$ cat src/rtl/spi_regif_pkg.sv
package spi_regif_pkg;
  // Byte offsets seen by software
  localparam logic [7:0] A_VERSION  = 8'h00;
  localparam logic [7:0] A_SOFTRST  = 8'h40;
  localparam logic [7:0] A_IRQ_EN   = 8'h80;
  localparam logic [7:0] A_IRQ_PEND = 8'h84;
  localparam logic [7:0] A_IRQ_SRC  = 8'h88;
  localparam logic [7:0] A_SYNC_ID  = 8'hC0;
  localparam logic [7:0] A_CMD_ROOM = 8'hD0;
  localparam logic [7:0] A_TX_ROOM  = 8'hD4;
  localparam logic [7:0] A_RX_LEVEL = 8'hD8;
  localparam logic [7:0] A_CMD_PUSH = 8'hE0;
  localparam logic [7:0] A_TX_PUSH  = 8'hE4;
  localparam logic [7:0] A_RX_POP   = 8'hE8;
  localparam logic [7:0] A_RX_PEEK  = 8'hEC;

  // Interrupt cause positions
  localparam int IRQ_N     = 4;
  localparam int IB_CMD_AE = 0;
  localparam int IB_TX_AE  = 1;
  localparam int IB_RX_AF  = 2;
  localparam int IB_SYNC   = 3;

  typedef logic [IRQ_N-1:0] irq_vec_t;
endpackage

$ cat src/rtl/regif_fifo.sv
module regif_fifo #(
  parameter int W     = 8,
  parameter int DEPTH = 16,
  localparam int AW   = (DEPTH > 1) ? $clog2(DEPTH) : 1,
  localparam int CNTW = $clog2(DEPTH + 1)
) (
  input  logic            clk,
  input  logic            rst,
  input  logic            flush,
  input  logic            push,
  input  logic [W-1:0]    din,
  input  logic            pop,
  output logic [W-1:0]    dout,
  output logic [CNTW-1:0] count
);
  logic [W-1:0]    mem [DEPTH];
  logic [AW-1:0]   wp, rp;
  logic [CNTW-1:0] cnt;
  logic            do_push, do_pop;

  function automatic logic [AW-1:0] nxt(input logic [AW-1:0] p);
    return (p == AW'(DEPTH - 1)) ? '0 : p + 1'b1;
  endfunction

  assign do_push = push && (cnt != CNTW'(DEPTH));
  assign do_pop  = pop && (cnt != '0);

  always_ff @(posedge clk) begin
    if (do_push) mem[wp] <= din;
  end

  always_ff @(posedge clk) begin
    if (rst || flush) begin
      wp  <= '0;
      rp  <= '0;
      cnt <= '0;
    end else begin
      if (do_push) wp <= nxt(wp);
      if (do_pop)  rp <= nxt(rp);
      cnt <= cnt + CNTW'(do_push) - CNTW'(do_pop);
    end
  end

  assign dout  = mem[rp];
  assign count = cnt;
endmodule

$ cat src/rtl/regif_irq.sv
module regif_irq
  import spi_regif_pkg::*;
(
  input  logic     clk,
  input  logic     rst,
  input  irq_vec_t cond,
  input  logic     clr_we,
  input  irq_vec_t clr_mask,
  input  logic     en_we,
  input  irq_vec_t en_din,
  output irq_vec_t pend,
  output irq_vec_t en,
  output logic     irq
);
  irq_vec_t clr;

  assign clr = clr_we ? clr_mask : '0;

  always_ff @(posedge clk) begin
    if (rst) begin
      pend <= '0;
      en   <= '0;
      irq  <= 1'b0;
    end else begin
      // a cause present this cycle wins over a clear
      pend <= (pend & ~clr) | cond;
      if (en_we) en <= en_din;
      irq  <= |(pend & en);
    end
  end
endmodule

$ cat src/rtl/spi_regif.sv
module spi_regif
  import spi_regif_pkg::*;
#(
  parameter int         CMD_W      = 16,
  parameter int         DATA_W     = 8,
  parameter int         FIFO_DEPTH = 16,
  parameter int         CMD_AE_LVL = 4,
  parameter int         TX_AE_LVL  = 4,
  parameter int         RX_AF_LVL  = 12,
  parameter logic [7:0] VER_MAJOR  = 8'd1,
  parameter logic [7:0] VER_MINOR  = 8'd2,
  parameter logic [7:0] VER_PATCH  = 8'd5
) (
  input  logic              clk,
  input  logic              rst,
  input  logic              bus_wr,
  input  logic              bus_rd,
  input  logic [7:0]        bus_addr,
  input  logic [31:0]       bus_wdata,
  output logic [31:0]       bus_rdata,
  output logic              irq,
  output logic              engine_rst,
  output logic              cmd_valid,
  output logic [CMD_W-1:0]  cmd_data,
  input  logic              cmd_pop,
  output logic              tx_valid,
  output logic [DATA_W-1:0] tx_data,
  input  logic              tx_pop,
  input  logic              rx_push,
  input  logic [DATA_W-1:0] rx_data,
  input  logic              sync_stb,
  input  logic [7:0]        sync_id
);
  localparam int          CNTW     = $clog2(FIFO_DEPTH + 1);
  localparam logic [31:0] VER_WORD = {8'h00, VER_MAJOR, VER_MINOR, VER_PATCH};
  localparam logic [31:0] DEPTH32  = 32'(FIFO_DEPTH);

  logic              soft_q;
  logic [7:0]        sid_q;
  logic [31:0]       rdata_q;
  irq_vec_t          pend_q, en_q, cond;
  logic [CNTW-1:0]   cmd_cnt, tx_cnt, rx_cnt;
  logic [DATA_W-1:0] rx_head;
  logic [31:0]       rx_head32;
  logic              wr_soft, wr_en, wr_pend, wr_cmd, wr_tx, rx_pop;

  assign wr_soft = bus_wr && (bus_addr == A_SOFTRST);
  assign wr_en   = bus_wr && (bus_addr == A_IRQ_EN);
  assign wr_pend = bus_wr && (bus_addr == A_IRQ_PEND);
  assign wr_cmd  = bus_wr && (bus_addr == A_CMD_PUSH);
  assign wr_tx   = bus_wr && (bus_addr == A_TX_PUSH);
  assign rx_pop  = bus_rd && (bus_addr == A_RX_POP);

  regif_fifo #(.W(CMD_W), .DEPTH(FIFO_DEPTH)) cmd_q (
    .clk(clk), .rst(rst), .flush(soft_q),
    .push(wr_cmd), .din(bus_wdata[CMD_W-1:0]),
    .pop(cmd_pop), .dout(cmd_data), .count(cmd_cnt)
  );

  regif_fifo #(.W(DATA_W), .DEPTH(FIFO_DEPTH)) tx_q (
    .clk(clk), .rst(rst), .flush(soft_q),
    .push(wr_tx), .din(bus_wdata[DATA_W-1:0]),
    .pop(tx_pop), .dout(tx_data), .count(tx_cnt)
  );

  regif_fifo #(.W(DATA_W), .DEPTH(FIFO_DEPTH)) rx_q (
    .clk(clk), .rst(rst), .flush(soft_q),
    .push(rx_push), .din(rx_data),
    .pop(rx_pop), .dout(rx_head), .count(rx_cnt)
  );

  assign cmd_valid = (cmd_cnt != '0);
  assign tx_valid  = (tx_cnt != '0);
  assign rx_head32 = (rx_cnt != '0) ? 32'(rx_head) : 32'h0;

  always_comb begin
    cond            = '0;
    cond[IB_CMD_AE] = (cmd_cnt <= CNTW'(CMD_AE_LVL));
    cond[IB_TX_AE]  = (tx_cnt <= CNTW'(TX_AE_LVL));
    cond[IB_RX_AF]  = (rx_cnt >= CNTW'(RX_AF_LVL));
    cond[IB_SYNC]   = sync_stb;
  end

  regif_irq irq_u (
    .clk(clk), .rst(rst), .cond(cond),
    .clr_we(wr_pend), .clr_mask(bus_wdata[IRQ_N-1:0]),
    .en_we(wr_en), .en_din(bus_wdata[IRQ_N-1:0]),
    .pend(pend_q), .en(en_q), .irq(irq)
  );

  always_ff @(posedge clk) begin
    if (rst) begin
      soft_q <= 1'b1;
      sid_q  <= '0;
    end else begin
      if (wr_soft)  soft_q <= bus_wdata[0];
      if (sync_stb) sid_q  <= sync_id;
    end
  end

  always_ff @(posedge clk) begin
    if (rst) begin
      rdata_q <= '0;
    end else if (bus_rd) begin
      case (bus_addr)
        A_VERSION:  rdata_q <= VER_WORD;
        A_SOFTRST:  rdata_q <= {31'h0, soft_q};
        A_IRQ_EN:   rdata_q <= 32'(en_q);
        A_IRQ_PEND: rdata_q <= 32'(pend_q);
        A_IRQ_SRC:  rdata_q <= 32'(pend_q & en_q);
        A_SYNC_ID:  rdata_q <= {24'h0, sid_q};
        A_CMD_ROOM: rdata_q <= DEPTH32 - 32'(cmd_cnt);
        A_TX_ROOM:  rdata_q <= DEPTH32 - 32'(tx_cnt);
        A_RX_LEVEL: rdata_q <= 32'(rx_cnt);
        A_RX_POP:   rdata_q <= rx_head32;
        A_RX_PEEK:  rdata_q <= rx_head32;
        default:    rdata_q <= '0;
      endcase
    end
  end

  assign bus_rdata  = rdata_q;
  assign engine_rst = soft_q;
endmodule

$ cat config.mk
export PLATFORM = sky130hd
export DESIGN_NAME = spi_regif
export DESIGN_NICKNAME = d
export VERILOG_FILES = /design/src/rtl/spi_regif_pkg.sv /design/src/rtl/regif_fifo.sv /design/src/rtl/regif_irq.sv /design/src/rtl/spi_regif.sv
export SDC_FILE = /design/constraint.sdc
export NUM_CORES = 1
export LEC_CHECK = 0
export ABC_AREA = 1
export BUFFER_PORTS_ARGS = -buffer_cell sky130_fd_sc_hd__buf_2
export CORE_MARGIN = 1
export CORE_UTILIZATION = 40
export DETAILED_ROUTE_END_ITERATION = 7
export GPL_TIMING_DRIVEN = 0
export PLACE_DENSITY_LB_ADDON = 0.3
export SLEW_MARGIN = 10
export SYNTH_ARGS = -nofsm -noshare
export SYNTH_HDL_FRONTEND = slang
export SYNTH_SLANG_ARGS = --single-unit
$ cat constraint.sdc
create_clock -name clk -period 3.6 [get_ports clk]
set_clock_uncertainty 0.15 [all_clocks]
set_input_delay 0.36 -clock clk [delete_from_list [all_inputs] [get_ports clk]]
set_output_delay 0.36 -clock clk [all_outputs]
set_load 0.01 [all_outputs]
=== Word-level counts from Yosys, hierarchy flattened ===
Memories as Yosys holds them, arrays and structs flattened. A register that Yosys moved wholly into a read port is not among the register bits.
Cells that the tools add are included.

* Logic and storage cells: 101
* Bits of input ports: 64
* Memories: 3
* Register bits: 89
* RAM bits: 512
* Output and inout bits: 60

{| class="wikitable"
|+ Memory list
! memory !! words !! bits a word !! rd ports !! clocked after memory_dff !! write ports !! line !! text
|-
| cmd_q.mem || 16 || 16 || 1 || 1 || 1 || regif_fifo.sv:16 || <nowiki>logic [W-1:0] mem [DEPTH];</nowiki>
|-
| rx_q.mem || 16 || 8 || 1 || 1 || 1 || regif_fifo.sv:16 ||
|-
| tx_q.mem || 16 || 8 || 1 || 1 || 1 || regif_fifo.sv:16 ||
|}

* $add $sub $neg: 14
* Mux-type cells: 21
* Magnitude comparators: 3
* Eq/ne operators: 21
* Bitwise operators: 5
* Reductions and logical operators: 19

{| class="wikitable"
|+ Operators by type and width
! cell !! count
|-
| case mux 32 bit (10 select lines) || 1
|-
| equality test 8 bit, second input constant || 11
|-
| 2-to-1 mux 4 bit || 13
|-
| adder 4 x 1 -> 4 bit, second input constant || 6
|-
| equality test 4 bit, second input constant || 6
|-
| adder 5 x 1 -> 5 bit || 3
|-
| inequality test 5 bit, second input constant || 3
|-
| nonzero test 5 bit || 3
|-
| subtractor 5 x 1 -> 5 bit || 3
|-
| AND 4 bit || 3
|-
| logical AND 1 bit || 12
|-
| subtractor 5 x 5 -> 6 bit, first input constant || 2
|-
| <= comparator 5 x 3 -> 1 bit, second input constant || 2
|-
| equality test 8 x 7 -> 1 bit, second input constant || 1
|-
| zero test 8 bit || 1
|-
| 2-to-1 mux 8 bit || 1
|-
| 2-to-1 mux 1 bit || 6
|-
| greater-or-equal comparator 5 x 4 -> 1 bit, second input constant || 1
|-
| NOT 4 bit || 1
|-
| OR 4 bit || 1
|-
| OR reduction 4 bit || 1
|-
| OR reduction 2 bit || 1
|-
| logical OR 1 bit || 1
|}

=== Longest topological paths before layout ===
Gate-level depths: netlist of run 1.

* Depth after elaboration: 6
* Gate-level depth with buffers: 17
* Gate-level depth less buffers: 17

=== By module ===
A second synthesis of run 1 with hierarchy kept.

* Cell total of the unflattened synthesis: 2,649
* Area total of the unflattened synthesis: 26,364.0 um2

{| class="wikitable"
|+ By module, submodules not included
! module !! instances !! sequential area each (um2) !! area an instance (um2) !! cells each
|-
| regif_fifo (cmd_q) || 1 || 8,027.7 || 11,668.7 || 1,090
|-
| regif_fifo (tx_q) || 1 || 4,184.0 || 6,303.5 || 614
|-
| regif_fifo (rx_q) || 1 || 4,184.0 || 6,281.0 || 613
|-
| spi_regif || 1 || 380.4 || 1,791.7 || 289
|-
| regif_irq || 1 || 180.2 || 319.1 || 43
|}

=== Worst setup path before layout of run 1 ===
Ideal clock, no wire load.

* Path kind: register to register
* Start point: register cmd_q.cnt[1], in the netlist cmd_q.count[1]
* End point: memory cmd_q.mem[7][0] in the netlist's numbering (enable)
* Slack: 476 ps
* Period minus slack after synthesis: 3,124 ps
* Setup time: 409 ps
* Arrival: 2,565 ps
* Stages on the path, launching flop included: 9
* Required time: 3,041 ps
* Buffers on the path: 0
* Cells stage by stage: dfxtp_1 -> inv_1 -> ha_1 -> nand2_1 -> inv_1 -> ha_1 -> nor3_4 -> nand2_2 -> nor3_1

* Cells in the longest elaborated chain, start to end: 4

{| class="wikitable"
|+ RTL lines
! what !! line !! text
|-
| start, declared || regif_fifo.sv:18 || <nowiki>logic [CNTW-1:0] cnt;</nowiki>
|-
| start signal, assigned || regif_fifo.sv:40 || <nowiki>cnt <= cnt + CNTW'(do_push) - CNTW'(do_pop);</nowiki>
|-
| inequality test 5 bit || regif_fifo.sv:25 || <nowiki>assign do_push = push && (cnt != CNTW'(DEPTH));</nowiki>
|-
| logical AND 1 bit || regif_fifo.sv:25 ||
|-
| 2-to-1 mux 1 bit || regif_fifo.sv:29 || <nowiki>if (do_push) mem[wp] <= din;</nowiki>
|-
| 2-to-1 mux 1 bit (implied by the code) || regif_fifo.sv:29 ||
|-
| end, declared || regif_fifo.sv:16 ||
|}

Every way passes these cells.

==> results by group, run 1 <==
Timing
  • Tmin final: 3.41 ns
  • Final Hold Vio Count: 0
  • Max Fclk: 293 MHz
  • Hold WS: 0.0336 ns
  • Worst Max-Slew Pin Slew: 0.971 ns
  • TNS Setup: 0 ns
  • RSZ-0062 raised after global routing: false
  • Setup ws final: 0.188 ns
  • Count of final max-slew check failures: 0
  • Slew HR: 35.0%
  • Final period util: 94.8%
  • Endpoints failing setup: 0

GRT
  • Grt ovf: 0
  • Initial antenna violation count: 1
  • Met3 Usage GRT: 3.35%
  • GR Util met1: 29.2%
  • Largest net degree at the start of global routing: 34
  • Grt met2 use: 32.7%
  • Number of global-route vias before repair: 17000
  • First-pass GRT wire length: 100 mm
  • GRT busiest layer: met2
  • GRT Total Usage: 20.6%

Logic synthesis
  • Async SR Flop Fraction: 0%
  • Share of the synthesized area in the top cell type: 60.5%
  • Register area share after synthesis: 66.8%
  • Yosys reg bits: 591
  • Syn. warnings: 0
  • Primary FF master, synth: edfxtp_1
  • EDFF count, synth: 512
  • Ranking of synthesized cells by area: edfxtp_1, dfxtp_1, nand2_1
  • Post-synth net total: 2300
  • Average cell area after synthesis: 11.6 sq um
  • Post-Syn Area: 0.0254 sq mm
  • Synth Instances: 2187
  • Top cell type by total area after synthesis: edfxtp_1
  • Most instantiated library cell after synthesis: edfxtp_1
  • Distinct cells, synth: 42
  • Commonest cells post-synth: edfxtp_1, nand2_1, inv_1, o21ai_0, nand3_1

Final layout
  • Final core occ: 46.9%
  • NumNets Final: 2512
  • Area Growth Syn to Fin: 16.1%
  • Share of layout cells above drive strength 1: 12.8%
  • Non-filler cells, final: 3296

Routing
  • WL per Instance: 20.1 um
  • Via count: 17200
  • Drt via density: 5.22
  • DRT antenna net count: 0
  • DRT iter0 DRCs: 1554
  • Post-Route WL: 66.3 mm
  • DR DRC count: 0
  • DR pass1 iterations: 5

Worst setup path
  • Worst Path Class, Setup: reg -> out
  • Slowest stage delay, CP: 0.47 ns
  • CP max stage cell: o211ai_1
  • Family with the most delay on the worst path: buffers and inverters
  • Critical path required time: 3.09 ns
  • R2r startpoint: cmd_q.count[0]
  • CP Cell Sequence: buf_2 -> buf_2 -> mux2i_1 -> o21ai_0 -> o211ai_1 -> nand2_1 -> buf_2
  • FF-to-FF path depth: 17
  • Bufs and invs on worst path: 3
  • Worst reg2reg setup slack: 0.38 ns
  • CP Data Arrival Time: 2.90 ns
  • Critical path launch point type: flop
  • Crit end category: output port
  • Reg2reg end: cmd_q.count[4]
  • CP Max Fanout: 10
  • Most frequent CP cell: buf_2

Floorplan
  • I/O pins: 124
  • Core Box Area: 0.0629 sq mm
  • Full die area: 0.0645 sq mm
  • Starting Density: 40.4%
  • Die Height: 254 um
  • Die width: 254 um
  • # rows: 92

Worst hold path
  • Worst hold path type: in -> reg
  • Worst-case hold path end point: rx_q.mem[6][5]
  • Min-delay src: rx_data[5]
  • Hold path depth: 1

Outcome
  • Status: finished clean

Clocking
  • Clk Latency, worst-skew pair: 0.63 ns
  • Clk buf depth: 3
  • Clock sink count: 591
  • Clk root buf: clkbuf_16
  • Setup Fix Bufs, Post-CTS: 0
  • H-tree levels: 2
  • CTS tree: built
  • Clk slew on worst S/H paths: 0.06 ns
  • CTS buffer count: 59

Flow run
  • MaxCap Viol Count: 0

Power
  • VDD IR-drop max: 0.000406 V
  • Leakage power: 10.8 nW
  • PwrDens: 464 mW/mm^2

Placement
  • Dpl cells: 3155
  • Post-DP HPWL: 44.4 mm
  • Pre-CTS WS: 0.328 ns
  • RD Place Congestion: 0.868
  • PortBufs: 106
-- cell families (layout without fill, tap and decap cells) --
group,Yosys count,after routing,share of synthesized area [%]
other,0,1,0
adders and majority gates,49,49,2.50
xor gates and xnor gates,9,9,0.310
buffers and inverters,389,651,6.54
AOI/OAI and AO/OA,410,410,9.25
DFF,591,591,66.8
and+or+nand+nor,643,643,10.9
muxes,96,96,3.78
-- worst register-to-register path, delay by kind of cell, from the launching register on --
kind            cells  cell delay [ns]
fa+ha+maj           4             1.07
simple gates        4             0.65
compound gates      4             0.49
buf+inv             5             0.41
flops               1             0.36
-- cells in the final DEF (no fill, tap or decap), types with 4 or more instances in the layout --
master / count
xor2_1: 7
mux2i_1: 96
dfxtp_1: 79
edfxtp_1: 512
a31oi_1: 4
buf_16: 4
nor2_1: 114
o21ai_1: 9
nor3_1: 9
inv_2: 5
nand2_1: 328
clkinv_2: 6
buf_4: 29
buf_8: 10
nand3_1: 137
buf_2: 140
inv_1: 259
nor3b_1: 6
o211ai_1: 100
dlygate4sd3_1: 29
nand2_2: 4
a21oi_1: 134
ha_1: 46
buf_6: 8
clkbuf_16: 60
bufinv_16: 4
o21ai_0: 151
nor2_2: 18
buf_1: 8
nand4_1: 12
a21oi_2: 4
clkinv_1: 19
clkbuf_1: 63
-- worst max-delay path by stage --
stage              startpoint         endpoint  slack, ns  cells after the start
5_1_grt        cmd_q.count[0]   cmd_q.count[4]       0.01                     17
4_1_cts                  flop      cmd_data[5]       0.20                      7
3_3_place_gp   cmd_q.count[1]  cmd_q.mem[7][9]      -1.17                      8
6_report                 flop      cmd_data[5]       0.19                      7
3_5_place_dp    tx_q.count[0]    tx_q.count[4]       0.33                     17
2_1_floorplan  cmd_q.count[1]  cmd_q.mem[7][0]       0.48                      8
-- registers in the layout, summed over array words and instances, names as in the netlist, 5 cells and up, named ones only --
register,count
bus_rdata,10
rx_q.mem,128
cmd_q.count,5
cmd_q.mem,256
rx_q.count,5
tx_q.count,5
tx_q.mem,128
sid_q,8
-- through the flow --
stage,power (mW),instance area (sq um)
3_3_place_gp,7.80,27000
5_1_grt,14.0,29500
2_1_floorplan,7.65,25400
3_5_place_dp,7.81,27300
4_1_cts,13.7,29500
6_report,13.7,29500
-- per-layer routing --
layer | wire length [um] | share of wire, % | vias up
met4 | 1380 | 2.1 | 0
li1 | - | - | 8045
met1 | 29600 | 45 | 8414
met5 | 0 | 0 | -
met3 | 4920 | 7.4 | 101
met2 | 30400 | 46 | 656
-- layout make-up --
| class | instances | area [sq um] |
|---|---|---|
| tap | 846 | 1060 |
| clock buffer | 81 | 1610 |
| sequential | 591 | 17000 |
| buffer | 122 | 658 |
| fill | 5683 | 33400 |
| inverter | 267 | 1000 |
| timing repair buffer | 151 | 1100 |
| clock inverter | 30 | 265 |
| antenna | 1 | 2.50 |
| multi-input combinational | 1207 | 6830 |
-- power by group --
part | switching, mW | internal (mW)
Sequential | 0.00596 | 7.45
Clock | 2.58 | 3.41
Combinational | 0.177 | 0.0611
Total | 2.76 | 10.9
-- timing repair --
item	in CTS	in global routing
hold buffers	29	0
endpoints found under the hold margin	170	0
resized for setup	0	1
setup endpoints to repair	0	1
(Power assumes the default switching activity.)
==> run 2: changes to the inputs <==
--- a/config.mk
+++ b/config.mk
@@ -7,7 +7,7 @@
 export LEC_CHECK = 0
 export ABC_AREA = 1
 export BUFFER_PORTS_ARGS = -buffer_cell sky130_fd_sc_hd__buf_2
-export CORE_MARGIN = 1
+export CORE_MARGIN = 10
 export CORE_UTILIZATION = 40
 export DETAILED_ROUTE_END_ITERATION = 7
 export GPL_TIMING_DRIVEN = 0
==> results by group, run 2 (synthesized netlist as in run 1, its figures left out) <==
Timing
  • TNS Setup: 0 ns
  • Max Fclk: 298 MHz
  • Worst Max-Slew Pin Slew: 1.19 ns
  • Slew HR: 20.4%
  • Endpoints failing setup: 0
  • Final period util: 93.2%
  • Final Hold Vio Count: 0
  • RSZ-0062 raised after global routing: false
  • Tmin final: 3.35 ns
  • Count of final max-slew check failures: 0

Worst setup path
  • CP Data Arrival Time: 2.84 ns
  • Most frequent CP cell: buf_2
  • R2r startpoint: tx_q.count[0]
  • Critical path required time: 3.09 ns
  • Worst Path Class, Setup: reg -> out
  • Crit end category: output port
  • Slowest stage delay, CP: 0.48 ns
  • Family with the most delay on the worst path: buffers and inverters
  • CP Cell Sequence: buf_2 -> buf_2 -> mux2i_1 -> o21ai_0 -> o211ai_1 -> nand2_1 -> buf_2
  • CP max stage cell: o211ai_1
  • Bufs and invs on worst path: 3
  • Critical path launch point type: flop
  • CP Max Fanout: 10

Floorplan
  • Die width: 272 um
  • Die Height: 272 um
  • Starting Density: 40.3%
  • # rows: 92
  • I/O pins: 124
  • Full die area: 0.0740 sq mm
  • Core Box Area: 0.0630 sq mm

Power
  • Leakage power: 10.8 nW
  • PwrDens: 472 mW/mm^2
  • VDD IR-drop max: 0.000379 V

Routing
  • Drt via density: 5.17
  • DRT iter0 DRCs: 1800
  • DR pass1 iterations: 6
  • DRT antenna net count: 0
  • Post-Route WL: 66.2 mm
  • DR DRC count: 0
  • WL per Instance: 20.1 um
  • Via count: 17100

Clocking
  • CTS tree: built
  • Clk buf depth: 3
  • Setup Fix Bufs, Post-CTS: 0
  • CTS buffer count: 59
  • Clk root buf: clkbuf_16
  • Clk slew on worst S/H paths: 0.06 ns
  • Clk Latency, worst-skew pair: 0.63 ns
  • H-tree levels: 2
  • Clock sink count: 591

Final layout
  • Commonest non-fill, non-tap cells in the layout: edfxtp_1, nand2_1, inv_1
  • Largest Register: cmd_q.mem
  • Final core occ: 47.0%
  • Largest regs: cmd_q.mem (256), rx_q.mem (128), tx_q.mem (128)
  • Diodes inserted: 0
  • Area Growth Syn to Fin: 16.5%
  • Share of layout cells above drive strength 1: 13.5%
  • Commonest non-fill, non-tap cell in the layout: edfxtp_1
  • NumNets Final: 2513
  • Largest register FFs: 256

GRT
  • Met3 Usage GRT: 3.45%
  • First-pass GRT wire length: 101 mm
  • Largest net degree at the start of global routing: 34
  • Number of global-route vias before repair: 16900
  • GR Util met1: 23.7%
  • Grt met2 use: 28.4%
  • GRT Total Usage: 17.5%
  • Initial antenna violation count: 2
  • Grt ovf: 0
  • GRT busiest layer: met2

Outcome
  • Status: finished clean

Worst hold path
  • Min-delay src: rx_data[5]
  • Worst hold path type: in -> reg

Placement
  • Post-DP HPWL: 44.7 mm
  • RD Place Congestion: 0.892
  • PortBufs: 106

Flow run
  • MaxCap Viol Count: 0
-- run 2: cell count changes in the layout (fill, tap and decap cells not counted), sizes merged --
cell         delta
diode           -1
clkbuf          -5
bufinv          +2
clkinvlp        +1
clkinv          +3
dlygate4sd3     +1
-- run 2: what timing repair did --
item	in CTS	in global routing
hold buffers	30	0
endpoints found under the hold margin	169	0
gates resized for setup	0	0
-- run 2: path summary, 6_finish.rpt --
| path | end | slack [ns] | cells past startpoint |
|---|---|---|---|
| max reg2reg | tx_q.count[4] | 0.39 | 17 |
| min | rx_q.mem[6][5] | 0.02 | 1 |
| max | cmd_data[5] | 0.25 | 7 |
| min reg2reg | bus_rdata[4] | 0.32 | 2 |
-- run 2: per-layer routing --
metal  routed length (um)  up-vias
met3                 4930      120
met5                   23        -
met1                28700     8238
met2                31000      640
met4                 1550        4
li1                     -     8052
-- run 2: metrics by stage --
step	setup WS [ns]	cell area, sq um	instances	total power, mW	hold slack, ns
6_report	0.246	29600	3297	14.0	0.0242
5_1_grt	0.0922	29600	3297	14.4	0.0109
4_1_cts	0.243	29600	3297	14.1	0.00654
3_5_place_dp	0.391	27300	3155	7.81	0.308
3_3_place_gp	-1.11	27000	3139	7.80	0.304
2_1_floorplan	0.476	25400	2187	7.65	0.284
-- run 2: worst register-to-register path: stages, from the launching register on --
cell,delay (ns)
dfxtp_1,0.40
inv_1,0.11
ha_1,0.25
nand2_1,0.08
inv_1,0.05
ha_1,0.23
inv_1,0.10
nand2_1,0.22
nor2_1,0.25
inv_1,0.08
nand2_1,0.06
ha_1,0.15
inv_1,0.06
fa_1,0.43
o21bai_1,0.15
a21oi_1,0.09
o21ai_0,0.15
a21oi_1,0.07
-- run 2: power by group --
| group | total, mW | switching (mW) | internal [mW] |
|---|---|---|---|
| clock | 6.29 | 2.65 | 3.64 |
| sequential | 7.45 | 0.00627 | 7.44 |
| combinational | 0.236 | 0.174 | 0.0618 |
| total | 14.0 | 2.83 | 11.1 |
-- run 2: final cells by class --
type	count	area, sq um
clock buffers	76	1630
plain buffers	122	658
multi-input cells	1207	6820
flip-flops and latches	591	17000
clock inverters	36	377
fillers	5608	33400
well taps	846	1060
inverters	267	1000
repair buffers	152	1080
==> run 3: changes to the inputs <==
--- a/config.mk
+++ b/config.mk
@@ -7,6 +7,8 @@
 export LEC_CHECK = 0
 export ABC_AREA = 1
 export BUFFER_PORTS_ARGS = -buffer_cell sky130_fd_sc_hd__buf_2
+export CELL_PAD_IN_SITES_DETAIL_PLACEMENT = 0
+export CELL_PAD_IN_SITES_GLOBAL_PLACEMENT = 1
 export CORE_MARGIN = 10
 export CORE_UTILIZATION = 40
 export DETAILED_ROUTE_END_ITERATION = 7
==> results by group, run 3 (synthesized netlist as in run 1, its figures left out) <==
Timing
  • Max Fclk: 302 MHz
  • Final period util: 92.1%
  • Hold WS: 0.0415 ns
  • Endpoints failing setup: 0
  • Count of final max-slew check failures: 0
  • Slew HR: 21.3%
  • Worst Max-Slew Pin Slew: 1.18 ns
  • TNS Setup: 0 ns
  • Setup ws final: 0.286 ns
  • Final Hold Vio Count: 0
  • Tmin final: 3.31 ns
  • RSZ-0062 raised after global routing: false

Clocking
  • Clk buf depth: 3
  • Clk Latency, worst-skew pair: 0.64 ns
  • Clock sink count: 591
  • Clk slew on worst S/H paths: 0.06 ns
  • CTS buffer count: 61
  • Clk root buf: clkbuf_16
  • CTS tree: built
  • H-tree levels: 2

GRT
  • Largest net degree at the start of global routing: 34
  • First-pass GRT wire length: 102 mm
  • GRT Total Usage: 17.9%
  • Grt ovf: 0
  • Number of global-route vias before repair: 16700
  • Initial antenna violation count: 0

Worst setup path
  • Crit end category: output port
  • CP Data Arrival Time: 2.80 ns
  • Bufs and invs on worst path: 3
  • Worst Path Class, Setup: reg -> out
  • CP Cell Sequence: clkbuf_1 -> clkbuf_1 -> o211ai_1 -> nand3_1 -> nand2_1 -> buf_2
  • CP max stage cell: clkbuf_1
  • Critical path launch point type: flop
  • Cell count along the critical path: 6
  • Most frequent CP cell: clkbuf_1
  • Critical path required time: 3.09 ns
  • FF-to-FF path depth: 17
  • Family with the most delay on the worst path: buffers and inverters
  • Slowest stage delay, CP: 0.64 ns
  • CP Max Fanout: 10

Power
  • Leakage power: 10.8 nW
  • VDD IR-drop max: 0.000393 V
  • Design Power: 14.1 mW
  • PwrDens: 475 mW/mm^2

Routing
  • DRT antenna net count: 0
  • DR DRC count: 0
  • WL per Instance: 20.4 um
  • Via count: 16800
  • Post-Route WL: 67.4 mm
  • DR pass1 iterations: 5
  • DRT iter0 DRCs: 1424
  • Drt via density: 5.07

Flow run
  • MaxCap Viol Count: 0

Floorplan
  • # rows: 92
  • Core Box Area: 0.0630 sq mm
  • I/O pins: 124
  • Starting Density: 40.3%
  • Die Height: 272 um
  • Full die area: 0.0740 sq mm
  • Die width: 272 um

Final layout
  • Multi-input logic area: 0.00683 sq mm
  • NumNets Final: 2517
  • Fillcell total: 5653
  • Largest register FFs: 256
  • Non-filler cells, final: 3302
  • Largest regs: cmd_q.mem (256), rx_q.mem (128), tx_q.mem (128)
  • Largest Register: cmd_q.mem
  • Area Growth Syn to Fin: 16.7%
  • Commonest non-fill, non-tap cell in the layout: edfxtp_1
  • Share of layout cells above drive strength 1: 13.2%
  • Commonest non-fill, non-tap cells in the layout: edfxtp_1, nand2_1, inv_1
  • Diodes inserted: 0
  • Register area: 0.0170 sq mm

Placement
  • Pre-CTS WS: 0.327 ns
  • Dpl cells: 3154
  • RD Place Congestion: 0.890
  • Post-DP HPWL: 45.6 mm
  • PortBufs: 106

Outcome
  • Status: finished clean

Worst hold path
  • Hold path depth: 3
  • Worst hold path type: in -> reg
==> run 3: cell count changes in the layout (fill, tap and decap cells not counted), sizes merged <==
| cell | change |
|---|---|
| buf | -1 |
| bufinv | +2 |
| clkbuf | +3 |
| clkinv | -1 |
| dlygate4sd3 | +3 |
| inv | -1 |
==> run 3: power by group <==
part	switching [mW]	internal (mW)
Sequential	0.00619	7.45
Combinational	0.173	0.0637
Clock	2.67	3.73
==> run 3: final cells by class <==
type	instances	area share [%]
clock inverters	36	1.44
inverters	267	3.38
repair buffers	154	3.75
clock buffers	79	5.41
multi-input cells	1207	23.0
well taps	846	3.57
plain buffers	122	2.22
flip-flops and latches	591	57.2
==> run 3: final timing paths <==
kind / from / end / slack [ns]
min: sync_stb / sid_q[0] / 0.04
min reg2reg: sid_q[0] / sid_q[0] / 0.31
max reg2reg: tx_q.count[0] / tx_q.count[4] / 0.46
max: flop / cmd_data[4] / 0.29
==> run 3: what timing repair did <==
| action | in CTS | in global routing |
|---|---|---|
| setup buffers | 0 | 0 |
| setup endpoints to repair | 0 | 1 |
| endpoints found under the hold margin | 219 | 0 |
| hold buffers | 33 | 0 |
| resized for setup | 0 | 1 |
==> run 3: layer usage <==
metal	track usage, %	share of wire, %	up-vias
met3	3.34	6.6	100
li1	-	-	8056
met1	23.4	43	8079
met5	0	0	-
met4	4.85	2.3	0
met2	30.2	48	517
==> run 3: worst min-delay path, cell delays in order <==
cell and delay (ns):
buf_2 0.14, clkinv_1 0.17, a21oi_1 0.09
==> run 3: per-stage QoR <==
stage	area, sq um	util (%)
after global placement	27000	42.9
after global routing	29700	47.1
after CTS	29600	47.1
after detailed placement	27300	43.3
final	29700	47.1
after floorplan	25400	-
